### src/rtl/ffl_pkg.sv
package ffl_pkg;

    typedef struct packed {
        logic ilim;
        logic open_on;
        logic open_off;
        logic therm;
    } chan_raw_t;

    typedef struct packed {
        logic bat_short;
        logic open_on;
        logic open_off;
        logic therm;
    } chan_flt_t;

    // counter width able to hold values 0..lim
    function automatic int cnt_w(input int lim);
        return (lim < 2) ? 1 : $clog2(lim + 1);
    endfunction

endpackage

### src/rtl/ffl_timebase.sv
module ffl_timebase #(
    parameter int US_DIV  = 200,
    parameter int SLOW_US = 100
) (
    input  logic clk,
    input  logic rst,
    output logic us_tick,
    output logic slow_tick
);
    localparam int DW = ffl_pkg::cnt_w(US_DIV);
    localparam int SW = ffl_pkg::cnt_w(SLOW_US);

    logic [DW-1:0] div_q;
    logic [SW-1:0] slow_q;

    assign us_tick   = (div_q == DW'(US_DIV - 1));
    assign slow_tick = us_tick && (slow_q == SW'(SLOW_US - 1));

    always_ff @(posedge clk) begin
        if (rst) begin
            div_q  <= '0;
            slow_q <= '0;
        end else if (us_tick) begin
            div_q <= '0;
            if (slow_q == SW'(SLOW_US - 1)) slow_q <= '0;
            else                            slow_q <= slow_q + 1'b1;
        end else begin
            div_q <= div_q + 1'b1;
        end
    end
endmodule

### src/rtl/ffl_filter.sv
module ffl_filter #(
    parameter int LIMIT = 60
) (
    input  logic clk,
    input  logic rst,
    input  logic cond,
    input  logic tick,
    output logic expired
);
    localparam int CW = ffl_pkg::cnt_w(LIMIT);

    logic [CW-1:0] cnt_q;

    assign expired = cond && (cnt_q == CW'(LIMIT));

    always_ff @(posedge clk) begin
        if (rst || !cond)                      cnt_q <= '0;
        else if (tick && cnt_q != CW'(LIMIT)) cnt_q <= cnt_q + 1'b1;
    end
endmodule

### src/rtl/ffl_channel.sv
module ffl_channel
    import ffl_pkg::*;
#(
    parameter int SHORT_US    = 60,
    parameter int ONOPEN_SLOW = 75,
    parameter int OFFOPEN_US  = 250
) (
    input  logic      clk,
    input  logic      rst,
    input  logic      us_tick,
    input  logic      slow_tick,
    input  logic      cmd_on,
    input  logic      off_en,
    input  logic      clr,
    input  chan_raw_t raw,
    output logic      drv_on,
    output chan_flt_t flt
);
    logic      sd_q;
    chan_flt_t flt_q;
    logic      short_exp, onopen_exp, offopen_exp;

    assign drv_on = cmd_on & ~sd_q;
    assign flt    = flt_q;

    ffl_filter #(.LIMIT(SHORT_US)) u_short (
        .clk(clk), .rst(rst), .cond(raw.ilim & drv_on),
        .tick(us_tick), .expired(short_exp));

    ffl_filter #(.LIMIT(ONOPEN_SLOW)) u_onopen (
        .clk(clk), .rst(rst), .cond(raw.open_on & cmd_on),
        .tick(slow_tick), .expired(onopen_exp));

    ffl_filter #(.LIMIT(OFFOPEN_US)) u_offopen (
        .clk(clk), .rst(rst), .cond(raw.open_off & ~cmd_on & off_en),
        .tick(us_tick), .expired(offopen_exp));

    always_ff @(posedge clk) begin
        if (rst) begin
            sd_q  <= 1'b0;
            flt_q <= '0;
        end else begin
            sd_q              <= (sd_q & ~clr & cmd_on) | short_exp;
            flt_q.bat_short   <= (flt_q.bat_short & ~clr) | short_exp;
            flt_q.open_on     <= (flt_q.open_on   & ~clr) | onopen_exp;
            flt_q.open_off    <= (flt_q.open_off  & ~clr) | offopen_exp;
            flt_q.therm       <= (flt_q.therm     & ~clr) | raw.therm;
        end
    end
endmodule

### src/rtl/ffl_injector_faults.sv
module ffl_injector_faults
    import ffl_pkg::*;
#(
    parameter int NCH         = 4,
    parameter int US_DIV      = 200,
    parameter int SLOW_US     = 100,
    parameter int SHORT_US    = 60,
    parameter int ONOPEN_SLOW = 75,
    parameter int OFFOPEN_US  = 250
) (
    input  logic           clk,
    input  logic           rst,
    input  logic [NCH-1:0] cmd_on,
    input  logic           off_open_en,
    input  logic           status_clr,
    input  logic [NCH-1:0] raw_ilim,
    input  logic [NCH-1:0] raw_open_on,
    input  logic [NCH-1:0] raw_open_off,
    input  logic [NCH-1:0] raw_tlim,
    output logic [NCH-1:0] drv_on,
    output logic [NCH-1:0] flt_short,
    output logic [NCH-1:0] flt_open_on,
    output logic [NCH-1:0] flt_open_off,
    output logic [NCH-1:0] flt_tlim
);
    logic us_tick, slow_tick;

    ffl_timebase #(.US_DIV(US_DIV), .SLOW_US(SLOW_US)) u_tb (
        .clk(clk), .rst(rst), .us_tick(us_tick), .slow_tick(slow_tick));

    for (genvar i = 0; i < NCH; i++) begin : g_ch
        chan_raw_t raw;
        chan_flt_t flt;

        assign raw = '{ilim: raw_ilim[i], open_on: raw_open_on[i],
                       open_off: raw_open_off[i], therm: raw_tlim[i]};

        ffl_channel #(
            .SHORT_US(SHORT_US), .ONOPEN_SLOW(ONOPEN_SLOW), .OFFOPEN_US(OFFOPEN_US)
        ) u_ch (
            .clk(clk), .rst(rst), .us_tick(us_tick), .slow_tick(slow_tick),
            .cmd_on(cmd_on[i]), .off_en(off_open_en), .clr(status_clr),
            .raw(raw), .drv_on(drv_on[i]), .flt(flt));

        assign flt_short[i]    = flt.bat_short;
        assign flt_open_on[i]  = flt.open_on;
        assign flt_open_off[i] = flt.open_off;
        assign flt_tlim[i]     = flt.therm;
    end
endmodule

### config.mk
export PLATFORM = sky130hd
export DESIGN_NAME = ffl_injector_faults
export DESIGN_NICKNAME = d
export VERILOG_FILES = /design/src/rtl/ffl_pkg.sv /design/src/rtl/ffl_timebase.sv /design/src/rtl/ffl_filter.sv /design/src/rtl/ffl_channel.sv /design/src/rtl/ffl_injector_faults.sv
export SDC_FILE = /design/constraint.sdc
export NUM_CORES = 1
export LEC_CHECK = 0
export ABC_AREA = 1
export BUFFER_PORTS_ARGS = -buffer_cell sky130_fd_sc_hd__buf_2
export CORE_MARGIN = 5
export CORE_UTILIZATION = 61
export DETAILED_ROUTE_END_ITERATION = 8
export HOLD_SLACK_MARGIN = 0.02
export PLACE_DENSITY = 0.92
export SLEW_MARGIN = 0
export SYNTH_ARGS = -nofsm -noshare
export SYNTH_HDL_FRONTEND = slang
export SYNTH_HIERARCHICAL = 1
export SYNTH_SLANG_ARGS = --single-unit
### constraint.sdc
create_clock -name clk -period 2.36 [get_ports clk]
set_input_delay 0.472 -clock clk [delete_from_list [all_inputs] [get_ports clk]]
set_output_delay 0.472 -clock clk [all_outputs]
set_load 0.02 [all_outputs]
==> results by group, run 1 <==
Clocking
  – Clock latency at the later pin of the worst-skew pair: 530 ps
  – Clock Sinks: 119
  – Hold Buf Count CTS: 0
  – CTS tree: built
  – Clock Path Buffers: 2
  – Cts repair resizes: 0
  – Reg clk slew, reported paths: 50 ps
  – Setup bufs post-CTS: 0
  – Root buffer cell: clkbuf_8
  – CTS Buf Count: 17
  – Htree depth: 4

Synth
  – Most frequent cells after synthesis: nand2_1 (225), nor2_1 (158), inv_1 (130)
  – Post-synthesis sequential area ratio: 35.65%
  – Synth Instances: 973
  – Post-Synth Simple-Gate Area: 40.91%
  – Top FF cell, synth: dfxtp_1
  – Post-Syn Nets: 1019
  – Synth Area in Compound Gates: 8.313%
  – Syn Std Cell Area: 6683 um^2
  – Post-synthesis register bit count: 119
  – XOR/XNOR share of the synthesized area: 1.835%
  – Async set-reset flop share out of synthesis: 0%
  – Top cell type's share of synthesized area: 35.65%
  – Syn_area_per_cell: 6.868 um^2
  – Synth area leader: dfxtp_1
  – Top-count cell post-synth: nand2_1
  – Netlist cell types: 29
  – Mux cell area share after synthesis: 0%
  – Largest family of logic cells by synthesized area: simple AND/OR/NAND/NOR gates
  – Post-Synth Adder-Cell Area: 4.119%
  – Synth Warn #: 6
  – Post-synth EDFFs: 0
  – Synth top area cells: dfxtp_1 (36%), nand2_1 (13%), nor2_1 (8.9%)

Power
  – Worst vdd ir: 0.7899 mV
  – Combinational Power Share: 3.3%
  – P_int: 3.313 mW
  – Net Switching: 0.9377 mW
  – Flop pwr share: 47.7%
  – Power density cells: 561.7 nW/um^2
  – Final Total Pwr: 4.251 mW
  – Power share of the clock group: 49.0%
  – Leak: 2.965 nW
  – Sw Share: 22.06%

Global route
  – Antenna violations before repair: 0
  – First-pass GRT wire length: 25300 um
  – Largest net degree at the start of global routing: 46
  – Total GRT Usage: 23.57%
  – Global route overflow: 0
  – Vias in the first global route: 5785

Timing
  – Fin crit share: 79.41%
  – Period minus WS final: 1874 ps
  – Fin. max-slew vios: 0
  – Slew @ Worst Pin: 469.5 ps
  – Hold Vio Cnt, Final: 0
  – Hold WS: 147.9 ps
  – Clock skew: 6.271 ps
  – RSZ-0062 raised after global routing: false
  – Final WS setup: 485.9 ps
  – Final setup vio count: 0
  – Max_slew headroom: 68.58%
  – Sum of negative setup slack: 0 ps
  – Fmax: 0.5336 GHz

Floorplanning
  – Die area: 13150 um^2
  – Std-Cell Rows: 38
  – Die height: 114.7 um
  – Initial Util: 61.92%
  – Core area: 10790 um^2
  – Io pins: 44
  – Die W: 114.7 um

Placement
  – Placed cells: 1156
  – HPWL after DPL: 10450 um
  – Buffers on Ports: 43
  – Setup WS pre-CTS: 535.0 ps
  – Final GP Congestion: 0.8982
  – Area after DPL: 7103 um^2

Routing
  – DR vias: 6263
  – Vias/cell: 5.290
  – Drt wl/cell: 12.46 um
  – Drt drc: 0
  – Drt first pass iters: 5
  – DRT Wirelength: 14750 um
  – Initial DRC Count: 465
  – Post-DRT Antenna Nets: 0

Hold path
  – Hold Crit Class: primary input to register

Critical path
  – Delay-heaviest family, CP: simple AND/OR/NAND/NOR gates
  – CP cell instances: ha_1 > nand2_2 > clkinv_2 > nand2_2 > nor2_4 > nand2_1 > inv_1 > buf_12 > nand4_1 > o21ai_0 > a21oi_1
  – Critical path buffer and inverter count: 3
  – Worst Path Arrival: 2290 ps
  – CP max stage cell: dfxtp_1
  – Max FO, Critical Path: 36
  – Top cell by count, worst path: nand2_2
  – CP max stage delay: 370 ps
  – Worst setup EP type: register
  – Startpoint Class: register
  – Worst EP required: 2780 ps
  – Critical path class: register to register

Run
  – Max Cap Viol: 0

Finish
  – Final instance area: 7567 um^2
  – Multi-input logic area: 3687 um^2
  – Finished Layout Cells: 1184
  – Fillers: 809
  – # diodes: 0
  – Share of post-route cells with drive strength above 1: 16.09%
  – Synth-to-Final Area Change: 13.24%
  – Core Util, Final: 70.11%
  – Nets: 1081
  – Reg area: 2382 um^2

Outcome
  – Status: finished, final reports clean
==> kinds of logic (layout without fill, tap and decap cells) <==
family,Yosys count,after routing
flip-flops,119,119
AND/OR/NAND/NOR,564,564
AO/OA/AOI/OAI,98,98
XOR/XNOR,14,14
adder cells (fa/ha/maj),22,22
buffers and inverters,156,227
==> power groups by stage <==
| stage | Sequential, mW | Combinational [mW] | Clock (mW) |
|---|---|---|---|
| detailed placement | 2.07 | 0.141 | 0 |
| CTS | 2.03 | 0.143 | 2.11 |
| floorplan | 2.07 | 0.0670 | 0 |
| global route | 2.03 | 0.157 | 2.22 |
| finish | 2.03 | 0.142 | 2.08 |
| global placement | 2.07 | 0.138 | 0 |
==> per-layer routing <==
layer | global-route usage [%] | part of all wire [%]
met3 | 7.030 | 5.9
met1 | 28.19 | 44
met2 | 40.36 | 49
met4 | 7.759 | 1.8
met5 | 0 | 0
==> registers in the layout, summed over array words and instances (netlist names) <==
| register | flops |
|---|---|
| u_tb/div_q | 8 |
| g_ch.u_ch/u_short/cnt_q | 24 |
| g_ch.u_ch/flt | 16 |
| g_ch.u_ch/u_onopen/cnt_q | 28 |
| g_ch.u_ch/sd_q | 4 |
| u_tb/slow_q | 7 |
| g_ch.u_ch/u_offopen/cnt_q | 32 |
==> path summary, 6_finish.rpt <==
kind | from | end | slack [ps] | depth (start not counted)
min | raw_tlim[3] | g_ch[3].u_ch/flt[0] | 150 | 3
min reg2reg | u_tb/div_q[0] | u_tb/div_q[0] | 460 | 1
max | u_tb/div_q[0] | g_ch[3].u_ch/u_onopen/cnt_q[4] | 490 | 11
max reg2reg | u_tb/div_q[0] | g_ch[3].u_ch/u_onopen/cnt_q[4] | 490 | 11
==> tightest hold or removal path: stages <==
cell and delay, ps:
buf_2 70, a21oi_1 30, nor2_1 60
==> layout by cell type, fill, tap and decap left out, types with 7 or more instances in the layout <==
master	n
nand2_1	225
nor2_1	158
inv_1	130
dfxtp_1	119
nand3_1	68
a21oi_1	56
buf_2	43
nand4_1	33
ha_1	22
nand2_4	20
o21ai_1	20
nor2_2	19
clkbuf_16	16
inv_2	16
xor2_1	12
nor2_4	9
clkinv_2	8
a21boi_2	8
nand3_2	8
nand2_2	7
==> layout make-up <==
type / count / area share (%)
multi-input cells: 698 / 48.73
flip-flops and latches: 119 / 31.48
inverters: 151 / 7.507
clock buffers: 21 / 5.671
repair buffers: 48 / 3.836
well taps: 140 / 2.315
clock inverters: 7 / 0.4630
(Power assumes the default switching activity.)
==> inputs of run 2 (changes only) <==
CORE_UTILIZATION = 55   (was 61)
PLACE_DENSITY = 0.88   (was 0.92)
clock period = 1.65 ns   (was 2.36 ns; I/O delays follow)
==> run 2 against run 1 <==
Effect of this change:
- the run now ends with setup timing left
- final cell count grew 2.4%
- sequential cell count is the same
- die area grew 9.9%
- design area increased by 5.2%
- critical path depth shrank 1
- first-iteration DRC count up 12%
- utilization is 3.6 points lower
- largest cell class unchanged
==> results by group, run 2 (synthesis results as in run 1) <==
Outcome
  – Status: complete, but fails checks
  – Failing checks: setup timing

Critical path
  – Worst setup EP type: register
  – Worst r2r src: u_tb/div_q[1]
  – R2R Path End: g_ch[1].u_ch/u_offopen/cnt_q[6]
  – FF-to-FF path depth: 10 (-1)
  – Max FO, Critical Path: 12 (-67%)
  – Worst Path Arrival: 1990 ps (-300 ps)
  – R2R setup slack: -40 ps (-520 ps)
  – CP startpoint: u_tb/div_q[1]
  – Worst EP required: 1960 ps (-820 ps)
  – Critical path class: register to register
  – Startpoint Class: register
  – Crit path to: g_ch[1].u_ch/u_offopen/cnt_q[6]

Power
  – Leak: 3.149 nW (+6.2%)
  – Power share of the clock group: 52.6% (+3.6 points)
  – Final Total Pwr: 6.581 mW (+55%)
  – Power density cells: 827.0 nW/um^2 (+47%)
  – Flop pwr share: 44.1% (-3.6 points)
  – P_int: 5.237 mW (+58%)
  – Worst vdd ir: 0.7909 mV (+0.12%)
  – Sw Share: 20.43% (-1.6 points)
  – Net Switching: 1.344 mW (+43%)
  – Combinational Power Share: 3.3% (about the same)

Global route
  – Largest net degree at the start of global routing: 37 (-20%)
  – Global route overflow: 0 (unchanged)
  – Total GRT Usage: 20.72% (-2.9 points)
  – First-pass GRT wire length: 24810 um (-1.9%)
  – Antenna violations before repair: 0 (unchanged)
  – Vias in the first global route: 5774 (-0.19%)

Timing
  – Period minus WS final: 1688 ps (-186.0 ps)
  – Hold WS: 120.0 ps (-27.90 ps)
  – Fin crit share: 102.3% (+23 points)
  – Clock skew: 11.19 ps (+4.917 ps)
  – Fin. max-slew vios: 0 (unchanged)
  – Slew @ Worst Pin: 528.2 ps (+58.74 ps)
  – Max_slew headroom: 64.65% (-3.9 points)
  – RSZ-0062 raised after global routing: true
  – Hold Vio Cnt, Final: 0 (unchanged)
  – Final setup vio count: 3 (+3)
  – Fmax: 0.5924 GHz (+11%)
  – Final WS setup: -38.09 ps (-524.0 ps)

Finish
  – Biggest register: g_ch.u_ch/u_offopen/cnt_q
  – # diodes: 0 (unchanged)
  – Reg area: 2385 um^2 (+0.11%)
  – Final instance area: 7958 um^2 (+5.2%)
  – Nets: 1098 (+1.6%)
  – Fillers: 892 (+10%)
  – Max reg flops: 32 (unchanged)
  – Most frequent cells in the layout: nand2_1 (224), nor2_1 (157), inv_1 (129)
  – Synth-to-Final Area Change: 19.08%
  – Top Registers: g_ch.u_ch/u_offopen/cnt_q (32), g_ch.u_ch/u_onopen/cnt_q (28), g_ch.u_ch/u_short/cnt_q (24)
  – Share of post-route cells with drive strength above 1: 18.50% (+2.4 points)
  – Multi-input logic area: 3784 um^2 (+2.6%)
  – Commonest non-fill, non-tap cell in the layout: nand2_1

Clocking
  – CTS Buf Count: 17 (unchanged)
  – CTS tree: built
  – Htree depth: 4 (unchanged)
  – Root buffer cell: clkbuf_16
  – Hold Buf Count CTS: 0 (unchanged)
  – Clock Path Buffers: 2 (unchanged)
  – Reg clk slew, reported paths: 50 ps (about the same)
  – Clock Sinks: 119 (unchanged)
  – Clock latency at the later pin of the worst-skew pair: 420 ps (-110 ps)

Routing
  – Drt wl/cell: 12.68 um (+1.8%)
  – DR vias: 6314 (+0.81%)
  – Vias/cell: 5.210 (-1.5%)
  – Drt drc: 0 (unchanged)
  – DRT Wirelength: 15370 um (+4.2%)
  – Initial DRC Count: 521 (+12%)
  – Post-DRT Antenna Nets: 0 (unchanged)
  – Drt first pass iters: 5 (unchanged)

Placement
  – Setup WS pre-CTS: -53.11 ps (-588.1 ps)
  – Area after DPL: 7214 um^2 (+1.6%)
  – Buffers on Ports: 43 (unchanged)
  – HPWL after DPL: 10110 um (-3.2%)
  – Final GP Congestion: 0.8654 (-3.7%)

Floorplanning
  – Die area: 14460 um^2 (+9.9%)
  – Initial Util: 55.87% (-6.0 points)
  – Die height: 120.2 um (+4.9%)
  – Io pins: 44 (unchanged)
  – Std-Cell Rows: 40 (+5.3%)
  – Core area: 11960 um^2 (+11%)
  – Die W: 120.2 um (+4.9%)

Run
  – Max Cap Viol: 0 (unchanged)

Hold path
  – Hold Crit Class: primary input to register
==> run 2: changes by cell type in the layout (fill, tap and decap cells not counted), sizes merged <==
cell,delta
buf,+16
clkbuf,+9
clkinv,-7
bufbuf,+1
bufinv,+1
inv,+1
==> run 2: what timing repair did <==
action / CTS / global route
pin swaps: 0 / 13
buffers inserted: 0 / 4
cloned: 1 / 0
setup endpoints to repair: 28 / 64
gates resized for setup: 8 / 24
==> run 2: per-stage QoR <==
stage / std cells / setup TNS, ps / utilization (%)
global route: 1212 / -773.7 / 66.53
CTS: 1208 / -190.1 / 65.44
detailed placement: 1175 / -476.9 / 60.31
global placement: 1175 / 0 / 60.31
finish: 1212 / -72.97 / 66.53
floorplan: 973 / -55.15 / -
==> run 2: per-layer routing <==
layer / global-route usage, % / part of all wire, % / wire length, um / vias up
li1: - / - / - / 3232
met1: 24.25 / 43 / 6584 / 2845
met2: 35.65 / 49 / 7473 / 186
met3: 5.613 / 4.9 / 760 / 51
met4: 8.994 / 3.6 / 552 / 0
met5: 0 / 0 / 0 / -
==> run 2: how the worst min path moves through the flow <==
| stage | slack, ps | cells after the start | from | endpoint |
|---|---|---|---|---|
| 2_1_floorplan | 400 | 1 | rst | u_tb/slow_q[4] |
| 3_3_place_gp | 450 | 2 | g_ch[2].u_ch/flt[3] | g_ch[2].u_ch/flt[3] |
| 3_5_place_dp | 450 | 2 | g_ch[2].u_ch/flt[3] | g_ch[2].u_ch/flt[3] |
| 4_1_cts | 110 | 3 | raw_tlim[2] | g_ch[2].u_ch/flt[0] |
| 5_1_grt | 140 | 3 | raw_tlim[2] | g_ch[2].u_ch/flt[0] |
| 6_report | 120 | 3 | raw_tlim[2] | g_ch[2].u_ch/flt[0] |
==> run 2: power by group through the flow <==
stage,Clock (mW),Sequential [mW],Combinational [mW]
global placement,0,2.95,0.203
finish,3.46,2.90,0.217
detailed placement,0,2.96,0.206
floorplan,0,2.96,0.0959
CTS,3.50,2.90,0.212
global route,3.64,2.90,0.242
==> run 2: critical path, cell delays in order (launching register included) <==
cell and delay (ps):
dfxtp_2 350, ha_4 150, nand2_4 60, inv_4 70
nand2_4 40, nor2_4 160, buf_4 200, buf_6 180
nand4_1 170, nand2_1 140, nor2_1 40
==> run 2: final cells by class <==
type | count | area share, %
Timing Repair Buffer | 65 | 5.959
Inverter | 151 | 7.186
Sequential cell | 119 | 29.97
Multi-Input combinational cell | 698 | 47.55
Clock buffer | 30 | 6.588
Tap cell | 147 | 2.311
Clock inverter | 2 | 0.4403
